## config.mk

```make
export PLATFORM = sky130hd
export DESIGN_NAME = trap_entry_ctrl
export DESIGN_NICKNAME = d
export VERILOG_FILES = /design/src/rtl/trap_pkg.sv /design/src/rtl/trap_arbiter.sv /design/src/rtl/trap_target_calc.sv /design/src/rtl/trap_status_upd.sv /design/src/rtl/trap_syndrome_regs.sv /design/src/rtl/trap_entry_ctrl.sv
export SDC_FILE = /design/constraint.sdc
export NUM_CORES = 1
export LEC_CHECK = 0
export ABC_AREA = 1
export CAP_MARGIN = 30
export CORE_MARGIN = 2
export CORE_UTILIZATION = 30
export DETAILED_ROUTE_END_ITERATION = 6
export DONT_BUFFER_PORTS = 1
export GPL_ROUTABILITY_DRIVEN = 0
export GPL_TIMING_DRIVEN = 0
export SYNTH_ARGS = -nofsm -noshare
export SYNTH_HDL_FRONTEND = slang
export SYNTH_SLANG_ARGS = --single-unit
```

## constraint.sdc

```tcl
create_clock -name clk -period 2.69 [get_ports clk]
set_clock_uncertainty 0.15 [all_clocks]
set_input_delay 0.538 -clock clk [delete_from_list [all_inputs] [get_ports clk]]
set_output_delay 0.538 -clock clk [all_outputs]
set_load 0.05 [all_outputs]
```

## src/rtl/trap_pkg.sv

```systemverilog
package trap_pkg;

    localparam int XLEN    = 32;
    localparam int REGW    = 5;
    localparam int CAUSE_W = 5;

    // status word bit positions; saved copies sit one above their live bit
    localparam int MSR_IE  = 1;
    localparam int MSR_BIP = 3;
    localparam int MSR_EIP = 9;
    localparam int MSR_UM  = 11;
    localparam int MSR_VM  = 13;
    localparam int N_MODE  = 2;

    // syndrome bit positions
    localparam int ESR_STORE = 10;
    localparam int ESR_DS    = 12;

    // link register indices
    localparam logic [REGW-1:0] LINK_IRQ = REGW'(14);
    localparam logic [REGW-1:0] LINK_BRK = REGW'(16);
    localparam logic [REGW-1:0] LINK_EXC = REGW'(17);

    // vector offsets
    localparam int OFF_IRQ = 'h10;
    localparam int OFF_BRK = 'h18;
    localparam int OFF_EXC = 'h20;

    // management fault base code; +2 for a miss, +1 for a fetch
    localparam int MMU_CODE_BASE = 16;

    typedef enum logic [1:0] {
        K_IRQ   = 2'd0,
        K_BRK   = 2'd1,
        K_HWEXC = 2'd2,
        K_MMU   = 2'd3
    } trap_kind_e;

    typedef enum logic [1:0] {
        ACC_LOAD  = 2'd0,
        ACC_STORE = 2'd1,
        ACC_FETCH = 2'd2
    } acc_e;

    typedef enum logic [1:0] {
        ST_RUN      = 2'd0,
        ST_MMU_OPEN = 2'd1,
        ST_FATAL    = 2'd2
    } ctl_state_e;

    function automatic int mode_bit(input int i);
        return (i == 0) ? MSR_UM : MSR_VM;
    endfunction

endpackage

```

## src/rtl/trap_arbiter.sv

```systemverilog
module trap_arbiter
    import trap_pkg::*;
#(
    parameter int XW = XLEN
) (
    input  logic          exc_supported,
    input  logic          req_hwexc,
    input  logic          req_mmu,
    input  logic          req_brk,
    input  logic          req_irq,
    input  logic [XW-1:0] msr_in,
    input  logic          ctx_dslot,
    input  logic          ctx_imm,
    input  logic          blocked,
    input  logic          mmu_busy,
    output logic          take,
    output trap_kind_e    kind,
    output logic          recursive_hit
);

    logic hw_ok;
    logic irq_ok;

    always_comb begin
        hw_ok  = req_hwexc && exc_supported;
        irq_ok = req_irq && msr_in[MSR_IE] && !msr_in[MSR_EIP]
                 && !msr_in[MSR_BIP] && !ctx_dslot && !ctx_imm;
    end

    always_comb begin
        take          = 1'b0;
        kind          = K_IRQ;
        recursive_hit = 1'b0;
        if (!blocked) begin
            if (hw_ok) begin
                take = 1'b1;
                kind = K_HWEXC;
            end else if (req_mmu) begin
                if (mmu_busy) begin
                    recursive_hit = 1'b1;
                end else begin
                    take = 1'b1;
                    kind = K_MMU;
                end
            end else if (req_brk) begin
                take = 1'b1;
                kind = K_BRK;
            end else if (irq_ok) begin
                take = 1'b1;
                kind = K_IRQ;
            end
        end
    end

endmodule

```

## src/rtl/trap_target_calc.sv

```systemverilog
module trap_target_calc
    import trap_pkg::*;
#(
    parameter int            XW       = XLEN,
    parameter logic [XW-1:0] VEC_BASE = '0
) (
    input  trap_kind_e      kind,
    input  logic [XW-1:0]   pc,
    input  logic            dslot,
    input  logic            imm,
    input  logic            bimm,
    output logic [XW-1:0]   vec_pc,
    output logic [REGW-1:0] link_idx,
    output logic [XW-1:0]   link_val
);

    localparam logic [XW-1:0] WORD  = XW'(4);
    localparam logic [XW-1:0] DWORD = XW'(8);

    logic [XW-1:0] mmu_ret;

    always_comb begin
        if (dslot) begin
            mmu_ret = bimm ? (pc - DWORD) : (pc - WORD);
        end else if (imm) begin
            mmu_ret = pc - WORD;
        end else begin
            mmu_ret = pc;
        end
    end

    always_comb begin
        unique case (kind)
            K_IRQ: begin
                vec_pc   = VEC_BASE + XW'(OFF_IRQ);
                link_idx = LINK_IRQ;
                link_val = pc;
            end
            K_BRK: begin
                vec_pc   = VEC_BASE + XW'(OFF_BRK);
                link_idx = LINK_BRK;
                link_val = pc;
            end
            K_HWEXC: begin
                vec_pc   = VEC_BASE + XW'(OFF_EXC);
                link_idx = LINK_EXC;
                link_val = pc + WORD;
            end
            default: begin
                vec_pc   = VEC_BASE + XW'(OFF_EXC);
                link_idx = LINK_EXC;
                link_val = mmu_ret;
            end
        endcase
    end

endmodule

```

## src/rtl/trap_status_upd.sv

```systemverilog
module trap_status_upd
    import trap_pkg::*;
#(
    parameter int XW = XLEN
) (
    input  logic          take,
    input  trap_kind_e    kind,
    input  logic [XW-1:0] msr_in,
    output logic [XW-1:0] msr_out
);

    logic [XW-1:0] flag_set;
    logic [XW-1:0] mode_push;
    logic [XW-1:0] mode_keep;

    always_comb begin
        flag_set = msr_in;
        unique case (kind)
            K_IRQ:   flag_set[MSR_IE]  = 1'b0;
            K_BRK:   flag_set[MSR_BIP] = 1'b1;
            default: flag_set[MSR_EIP] = 1'b1;
        endcase
    end

    for (genvar g = 0; g < N_MODE; g++) begin : g_mode
        localparam int LIVE = mode_bit(g);
        assign mode_push[LIVE+1] = flag_set[LIVE];
        assign mode_push[LIVE]   = 1'b0;
        assign mode_keep[LIVE+1] = 1'b0;
        assign mode_keep[LIVE]   = 1'b0;
    end

    for (genvar b = 0; b < XW; b++) begin : g_bits
        if (b != MSR_UM && b != MSR_UM + 1 && b != MSR_VM && b != MSR_VM + 1) begin : g_plain
            assign mode_push[b] = 1'b0;
            assign mode_keep[b] = 1'b1;
        end
    end

    always_comb begin
        msr_out = take ? ((flag_set & mode_keep) | mode_push) : msr_in;
    end

endmodule

```

## src/rtl/trap_syndrome_regs.sv

```systemverilog
module trap_syndrome_regs
    import trap_pkg::*;
#(
    parameter int XW = XLEN,
    parameter int CW = CAUSE_W
) (
    input  logic          clk,
    input  logic          rst_n,
    input  logic          take,
    input  trap_kind_e    kind,
    input  logic          dslot,
    input  logic [XW-1:0] btarget,
    input  logic [CW-1:0] hw_cause,
    input  logic          is_miss,
    input  logic [1:0]    acc,
    input  logic [XW-1:0] fault_addr,
    output logic [XW-1:0] esr_q,
    output logic [XW-1:0] ear_q,
    output logic [XW-1:0] btr_q
);

    logic          is_exc;
    logic [XW-1:0] esr_d;
    logic [CW-1:0] mmu_code;

    always_comb begin
        is_exc   = take && (kind == K_HWEXC || kind == K_MMU);
        mmu_code = CW'(MMU_CODE_BASE) + (is_miss ? CW'(2) : CW'(0))
                   + ((acc == ACC_FETCH) ? CW'(1) : CW'(0));
        esr_d    = '0;
        esr_d[ESR_DS] = dslot;
        if (kind == K_MMU) begin
            esr_d[CW-1:0]    = mmu_code;
            esr_d[ESR_STORE] = (acc == ACC_STORE);
        end else begin
            esr_d[CW-1:0] = hw_cause;
        end
    end

    always_ff @(posedge clk) begin
        if (!rst_n) begin
            esr_q <= '0;
            ear_q <= '0;
            btr_q <= '0;
        end else if (is_exc) begin
            esr_q <= esr_d;
            if (dslot) begin
                btr_q <= btarget;
            end
            if (kind == K_MMU) begin
                ear_q <= fault_addr;
            end
        end
    end

endmodule

```

## src/rtl/trap_entry_ctrl.sv

```systemverilog
module trap_entry_ctrl
    import trap_pkg::*;
#(
    parameter int              XW       = XLEN,
    parameter int              CW       = CAUSE_W,
    parameter logic [XLEN-1:0] VEC_BASE = '0
) (
    input  logic            clk,
    input  logic            rst_n,
    input  logic            exc_supported,
    input  logic            req_hwexc,
    input  logic [CW-1:0]   hwexc_cause,
    input  logic            req_mmu,
    input  logic            mmu_is_miss,
    input  logic [1:0]      acc_type,
    input  logic [XW-1:0]   fault_addr,
    input  logic            req_brk,
    input  logic            req_irq,
    input  logic [XW-1:0]   cur_pc,
    input  logic [XW-1:0]   branch_tgt,
    input  logic [XW-1:0]   msr_in,
    input  logic            ctx_dslot,
    input  logic            ctx_imm,
    input  logic            ctx_bimm,
    output logic            take,
    output logic [1:0]      entry_kind,
    output logic [XW-1:0]   pc_next,
    output logic            link_we,
    output logic [REGW-1:0] link_idx,
    output logic [XW-1:0]   link_data,
    output logic [XW-1:0]   msr_out,
    output logic [XW-1:0]   esr_q,
    output logic [XW-1:0]   ear_q,
    output logic [XW-1:0]   btr_q,
    output logic            resv_clear,
    output logic            ctx_clear,
    output logic            fatal_recursive
);

    localparam logic [XW-1:0] BASE = XW'(VEC_BASE);

    ctl_state_e state_q, state_d;
    trap_kind_e kind;
    logic       arb_take;
    logic       recursive_hit;
    logic       blocked;
    logic       mmu_busy;

    always_comb begin
        blocked  = (state_q == ST_FATAL);
        mmu_busy = (state_q == ST_MMU_OPEN) && msr_in[MSR_EIP];
    end

    trap_arbiter #(.XW(XW)) u_arb (
        .exc_supported (exc_supported),
        .req_hwexc     (req_hwexc),
        .req_mmu       (req_mmu),
        .req_brk       (req_brk),
        .req_irq       (req_irq),
        .msr_in        (msr_in),
        .ctx_dslot     (ctx_dslot),
        .ctx_imm       (ctx_imm),
        .blocked       (blocked),
        .mmu_busy      (mmu_busy),
        .take          (arb_take),
        .kind          (kind),
        .recursive_hit (recursive_hit)
    );

    trap_target_calc #(.XW(XW), .VEC_BASE(BASE)) u_tgt (
        .kind     (kind),
        .pc       (cur_pc),
        .dslot    (ctx_dslot),
        .imm      (ctx_imm),
        .bimm     (ctx_bimm),
        .vec_pc   (pc_next),
        .link_idx (link_idx),
        .link_val (link_data)
    );

    trap_status_upd #(.XW(XW)) u_msr (
        .take    (arb_take),
        .kind    (kind),
        .msr_in  (msr_in),
        .msr_out (msr_out)
    );

    trap_syndrome_regs #(.XW(XW), .CW(CW)) u_syn (
        .clk        (clk),
        .rst_n      (rst_n),
        .take       (arb_take),
        .kind       (kind),
        .dslot      (ctx_dslot),
        .btarget    (branch_tgt),
        .hw_cause   (hwexc_cause),
        .is_miss    (mmu_is_miss),
        .acc        (acc_type),
        .fault_addr (fault_addr),
        .esr_q      (esr_q),
        .ear_q      (ear_q),
        .btr_q      (btr_q)
    );

    // state register
    always_ff @(posedge clk) begin
        if (!rst_n) begin
            state_q <= ST_RUN;
        end else begin
            state_q <= state_d;
        end
    end

    // transitions
    always_comb begin
        state_d = state_q;
        unique case (state_q)
            ST_RUN: begin
                if (arb_take && kind == K_MMU) begin
                    state_d = ST_MMU_OPEN;
                end
            end
            ST_MMU_OPEN: begin
                if (recursive_hit) begin
                    state_d = ST_FATAL;
                end else if (arb_take && kind == K_MMU) begin
                    state_d = ST_MMU_OPEN;
                end else if (!msr_in[MSR_EIP]) begin
                    state_d = ST_RUN;
                end
            end
            ST_FATAL: state_d = ST_FATAL;
            default:  state_d = ST_RUN;
        endcase
    end

    // outputs
    always_comb begin
        take            = arb_take;
        entry_kind      = kind;
        link_we         = arb_take;
        resv_clear      = arb_take;
        ctx_clear       = arb_take;
        fatal_recursive = (state_q == ST_FATAL);
    end

endmodule

```

==> run metrics, run 1 <==
final instance area slightly below 0.009 mm2; Top FF cell, synth dfxtp_1; vias in the first global route 7,036; status complete, but fails checks; CP required 2.00 ns; WL/cell 18.1 um; total negative setup slack -5.34 ns; CP Cell Sequence inv_2, nor2_4, nor2_4, nand3_4, inv_8, nand2_8, inv_12, buf_12, nand2_2, o211ai_1, nand2_2, clkinvlp_4; Final setup viols 39; CP peak stage delay ~0.37 ns; hpwl dp a little over 20,000 um; slowest cell on the critical path nor2_4; worst skew pair latency 0.33 ns; DR iter-0 viols 523; fin cells 1,500; placed cell areas around 0.0073 mm2; Max-slew headroom 0.493; dpl ws -0.465 ns; final hold violation count 0; Post-Synthesis Cells 1,118; routed wl met3 2750 um; Final Max Slew Viols 0; Peak VDD IR 0.454 mV; RSZ-0062 raised after global routing yes; layout cells sized above 1 0.246; clock-pin slew on the worst setup and hold paths 0.06 ns; Lkg Pwr 0.00379 uW; crit path max fanout 9; failing checks setup timing; WL met1 10,300 um; Worst Hold Class in -> reg; Ys Warns 0; # hold bufs at CTS 0; syn_area_per_cell 5.86 um2; CTS tree done; Layout Nets approximately 1,400; largest net degree at the start of global routing 13; Vias 7,596; f_max 342 MHz; Slew @ Worst Pin ~0.76 ns; pwr/cell area 510 mW/mm2; row count 54; leading cell types by count after synthesis 340 x nand2_1, 119 x nand3_1, 96 x nor2_1, 93 x inv_1, 91 x buf_4; H-tree Lvls 3; core footprint 0.0216 mm2; synth top area cells dfxtp_1 22%, nand2_1 19%, buf_4 10%; Num CTS Buffers 9; Via density 5.06; number of synthesized flops with an enable pin 0; critical path type reg -> out; Starting Density 0.303; Die H 152 um; die width 152 um; metal2 WL 13,000 um; Num Clock Sinks 73; grt ovf 0; I/O Buffers 0; residual DRC count 0; arrival time of the worst setup path 2.23 ns; Post-DRT Antenna Nets 0; Total GRT Usage 0.219; area grow syn2layout 31.9%; Placed Instances 1,452; first-pass GRT wire length 40,400 um; startpoint types flop; Distinct cells, synth 39; Synth top area share 0.223; clock period minus worst slack 2.92 ns; antenna violations before repair 1; Root Buffer clkbuf_16; period utilisation layout 1.09; max_cap viols 0; Synth area leader dfxtp_1; DRT Wirelength 27,100 um; sequential share of the synthesized area 0.223; CP endpoint kind primary output; Final WS setup -0.231 ns; async set or reset register ratio after synthesis 0; Die ar. 0.0231 mm2; DR top layer met4; Seq cells post-synth 73; I/O pin total 350; most frequent cell after synthesis nand2_1; clk buf depth 2; Mapped Area approximately 0.0066 mm2; first-pass detailed-route iteration total 7
## kinds of logic (layout without fill, tap and decap cells)
family          Yosys count  in the layout  synth area share
other cells               1             55          0.000572
compound gates          154            154             0.127
simple gates            625            626             0.415
fa+ha+maj                 4              4           0.00763
xor+xnor                 22             22            0.0294
flops                    73             73             0.223
buf+inv                 239            286             0.198
## worst max-delay path: cells and delay by family, from the launching register on
kind | cells | cell delay [ns]
and+or+nand+nor | 6 | 0.88
buffers and inverters | 5 | 0.59
DFF | 1 | 0.33
AOI/OAI and AO/OA | 1 | 0.10
## layer usage
layer / vias to the layer above / global-route usage
met1: 3437 / 0.257
met5: - / 0
met2: 440 / 0.379
met4: 0 / 0.0926
met3: 56 / 0.0576
li1: 3663 / -
## registers in the layout, indices dropped and copies added (netlist names)
signal       count
u_syn.ear_q     32
u_syn.esr_q      7
state_q          2
u_syn.btr_q     32
## layout by cell type, fill, tap and decap left out, types with 7 or more instances in the layout
cell | synthesis | final
clkinvlp_4 | 0 | 12
nand2_8 | 0 | 12
nor2_2 | 12 | 13
xor2_1 | 21 | 17
nand4_1 | 24 | 24
nor2_1 | 96 | 83
nand3_1 | 119 | 116
nand2_4 | 1 | 18
conb_1 | 1 | 54
o21ai_0 | 35 | 29
nand2_1 | 340 | 302
o211ai_1 | 7 | 7
buf_2 | 23 | 19
dfxtp_1 | 73 | 71
nor2_4 | 5 | 17
a21oi_1 | 88 | 85
inv_2 | 3 | 7
nor3_1 | 11 | 11
clkbuf_16 | 0 | 10
buf_12 | 0 | 7
inv_1 | 93 | 76
buf_6 | 3 | 7
nand2_2 | 8 | 18
clkbuf_1 | 21 | 19
buf_4 | 91 | 108
## final cells by class
cell class,instances,area (um2)
multi-input cells,860,4710
fillers,2342,13000
inverters,100,445
flip-flops and latches,73,1460
plain buffers,138,1060
clock buffers,11,253
diodes,1,2.50
well taps,280,350
clock inverters,5,30.0
repair buffers,32,337
## per-stage QoR
stage	utilization	power (uW)	hold slack, ns
finish	0.400	4410	0.188
global route	0.400	4570	0.197
CTS	0.391	4370	0.178
detailed placement	0.337	2970	0.371
global placement	0.337	2960	0.362
floorplan	-	2710	0.345
## power breakdown
group          internal, uW  leakage, uW  switching, uW  total (uW)
combinational           527      0.00305           1280        1810
sequential             1160     0.000599            308        1460
clock                   669     0.000137            462        1130
total                  2350      0.00379           2050        4410
## final timing paths
path                           start                      endpoint  slack [ns]  cells past startpoint
min reg2reg  state_q[0]$_SDFFE_PN0P_       state_q[0]$_SDFFE_PN0P_        0.35                      2
min                            rst_n   u_syn.esr_q[1]$_SDFFE_PN0P_        0.19                      2
max reg2reg  state_q[1]$_SDFFE_PN0P_  u_syn.ear_q[21]$_SDFFE_PN0P_        0.52                     11
max          state_q[1]$_SDFFE_PN0P_                 link_data[13]       -0.23                     12
## what timing repair did
| action | in CTS | in global routing |
|---|---|---|
| endpoints found under the hold margin | 0 | 0 |
| gates resized for setup | 146 | 36 |
| endpoints found under the setup margin | 47 | 39 |
| pin swaps | 27 | 15 |
| gates cloned | 4 | 1 |
| buffers inserted | 20 | 7 |
(Power assumes the default switching activity.)
==> run 2, diff against run 1 <==
--- a/config.mk
+++ b/config.mk
@@ -7,12 +7,15 @@
 export LEC_CHECK = 0
 export ABC_AREA = 1
 export CAP_MARGIN = 30
+export CELL_PAD_IN_SITES_DETAIL_PLACEMENT = 1
+export CELL_PAD_IN_SITES_GLOBAL_PLACEMENT = 1
 export CORE_MARGIN = 2
 export CORE_UTILIZATION = 30
 export DETAILED_ROUTE_END_ITERATION = 6
 export DONT_BUFFER_PORTS = 1
 export GPL_ROUTABILITY_DRIVEN = 0
 export GPL_TIMING_DRIVEN = 0
+export PLACE_DENSITY_LB_ADDON = 0.1
 export SYNTH_ARGS = -nofsm -noshare
 export SYNTH_HDL_FRONTEND = slang
 export SYNTH_SLANG_ARGS = --single-unit
==> run 2 against run 1 <==
Effect of this change: the flow still finishes with violations (setup timing); via count decreased by 1.4%; total power is 4.9% higher; worst setup slack got worse by 0.011 ns; clock power grew 20%; critical path depth stayed put; global-route usage rose by 3.4 points; final area grew 0.30%.
==> run metrics, run 2 (synthesized netlist as in run 1, its figures left out) <==
status complete, but fails checks; failing checks setup timing; largest net degree at the start of global routing 13; area grow syn2layout 32.3%; Num Clock Sinks 73; Post-DRT Antenna Nets 0; hpwl dp approximately 24,000 um; arrival time of the worst setup path 2.24 ns; f_max 341 MHz; Final Util 0.401; Slew @ Worst Pin 0.818 ns; Clk network pwr share 0.294; Max-slew headroom 0.454; sw frac 0.446; RSZ-0062 raised after global routing yes; Layout fillers 2,846; H-tree Lvls 3; Total GRT Usage 0.253; die width 152 um; placed cell areas 0.00730 mm2; Lkg Pwr 0.00372 uW; final instance area 0.00867 mm2; worst skew pair latency roughly 0.34 ns; DR iter-0 viols 314; commonest non-fill, non-tap cell in the layout nand2_1; first-pass GRT wire length 45,600 um; row count 54; final hold violation count 0; Worst Hold Class in -> reg; CP required ~2.0 ns; max_cap viols 0; first-pass detailed-route iteration total 4; residual DRC count 0; crit path max fanout 9; combinational share of power 0.389; NetSw 2060 uW; WL/cell a little over 20 um; CP peak stage delay 0.35 ns; Via density 5.02; CTS tree done; slowest cell on the critical path nor2_4; startpoint types flop; I/O Buffers 0; core footprint 0.0216 mm2; Final WS setup -0.242 ns; DRT Wirelength 30,500 um; layout cells sized above 1 0.261; sequential cell fraction of total power 0.317; fin cells between 1,000 and 1,500; number of diodes 0; internal power 2560 uW; period utilisation layout 1.09; largest registers u_syn.btr_q (32), u_syn.ear_q (32), u_syn.esr_q (7); Placed Instances approximately 1,500; Vias 7,493; antenna violations before repair 0; critical path type reg -> out; pwr/cell area 533 mW/mm2; clock period minus worst slack 2.93 ns; Final Max Slew Viols 0; Layout Nets 1,359; # hold bufs at CTS 0; Peak VDD IR 0.513 mV; hold slack 0.182 ns; Die ar. 0.0231 mm2; vias in the first global route 7,540; clk buf depth 2; Root Buffer clkbuf_16; grt ovf 0; Num CTS Buffers 9; Starting Density 0.303; most used cell along the critical path nor2_4; clock-pin slew on the worst setup and hold paths 0.06 ns; commonest cells after routing, fill and taps aside 305 x nand2_1, 115 x nand3_1, 107 x buf_4, 82 x a21oi_1, 75 x inv_1; Final setup viols 36; I/O pin total 350; Die H 152 um; CP Cell Sequence inv_2, nor2_4, nor2_4, nand3_4, inv_8, nand2_8, inv_12, buf_12, o21ai_2, nand2_1, nand2_2, clkinvlp_4; CP endpoint kind primary output
## run 2: stage by stage
| stage | TNS (ns) | total power, uW | setup slack, ns |
|---|---|---|---|
| 2_1_floorplan | -0.0682 | 2710 | -0.0671 |
| 3_3_place_gp | -14.91 | 2990 | -0.628 |
| 3_5_place_dp | -16.23 | 3000 | -0.669 |
| 4_1_cts | -4.70 | 4600 | -0.232 |
| 5_1_grt | -8.32 | 4810 | -0.344 |
| 6_report | -4.90 | 4620 | -0.242 |
## run 2: metal layers
layer,routed length [um],share of wire,global-route usage
met1,12200,0.40,0.299
met2,14900,0.49,0.437
met5,0,0,0
met3,2480,0.081,0.0784
met4,940,0.031,0.0863
## run 2: what timing repair did
| item | in CTS | in global routing |
|---|---|---|
| pin swaps | 34 | 9 |
| gates resized for setup | 161 | 48 |
| cloned | 3 | 1 |
| setup buffers | 16 | 6 |
| endpoints found under the setup margin | 48 | 40 |
## run 2: area by class of cell
| type | instances | area, um2 | area share |
|---|---|---|---|
| clock inverters | 5 | 104 | 0.0120 |
| clock buffers | 10 | 229 | 0.0264 |
| plain buffers | 139 | 1090 | 0.126 |
| repair buffers | 26 | 253 | 0.0291 |
| inverters | 100 | 449 | 0.0518 |
| multi-input cells | 860 | 4730 | 0.546 |
| flip-flops and latches | 73 | 1460 | 0.169 |
| well taps | 280 | 350 | 0.0404 |
## run 2: critical path: cells and delay by family, from the launching register on
family                 cells  cell delay (ns)
AND/OR/NAND/NOR            6             0.87
buffers and inverters      5             0.58
flip-flops                 1             0.33
AO/OA/AOI/OAI              1             0.12
## run 2: path summary, 6_finish.rpt
path                                         startpoint                          end  slack (ns)  cells past startpoint
worst max-delay path            state_q[1]$_SDFFE_PN0P_                link_data[13]       -0.24                     12
worst min-delay path                              rst_n      state_q[0]$_SDFFE_PN0P_        0.18                      2
worst max register to register  state_q[1]$_SDFFE_PN0P_  u_syn.esr_q[0]$_SDFFE_PN0P_        0.60                     13
worst min register to register  state_q[0]$_SDFFE_PN0P_      state_q[0]$_SDFFE_PN0P_        0.35                      2
## run 2: power groups by stage
stage / logic [uW] / registers, uW / clock network [uW]
3_5_place_dp: 1510 / 1490 / 0
4_1_cts: 1750 / 1460 / 1380
2_1_floorplan: 1250 / 1460 / 0
5_1_grt: 1910 / 1470 / 1430
6_report: 1800 / 1460 / 1360
3_3_place_gp: 1500 / 1490 / 0
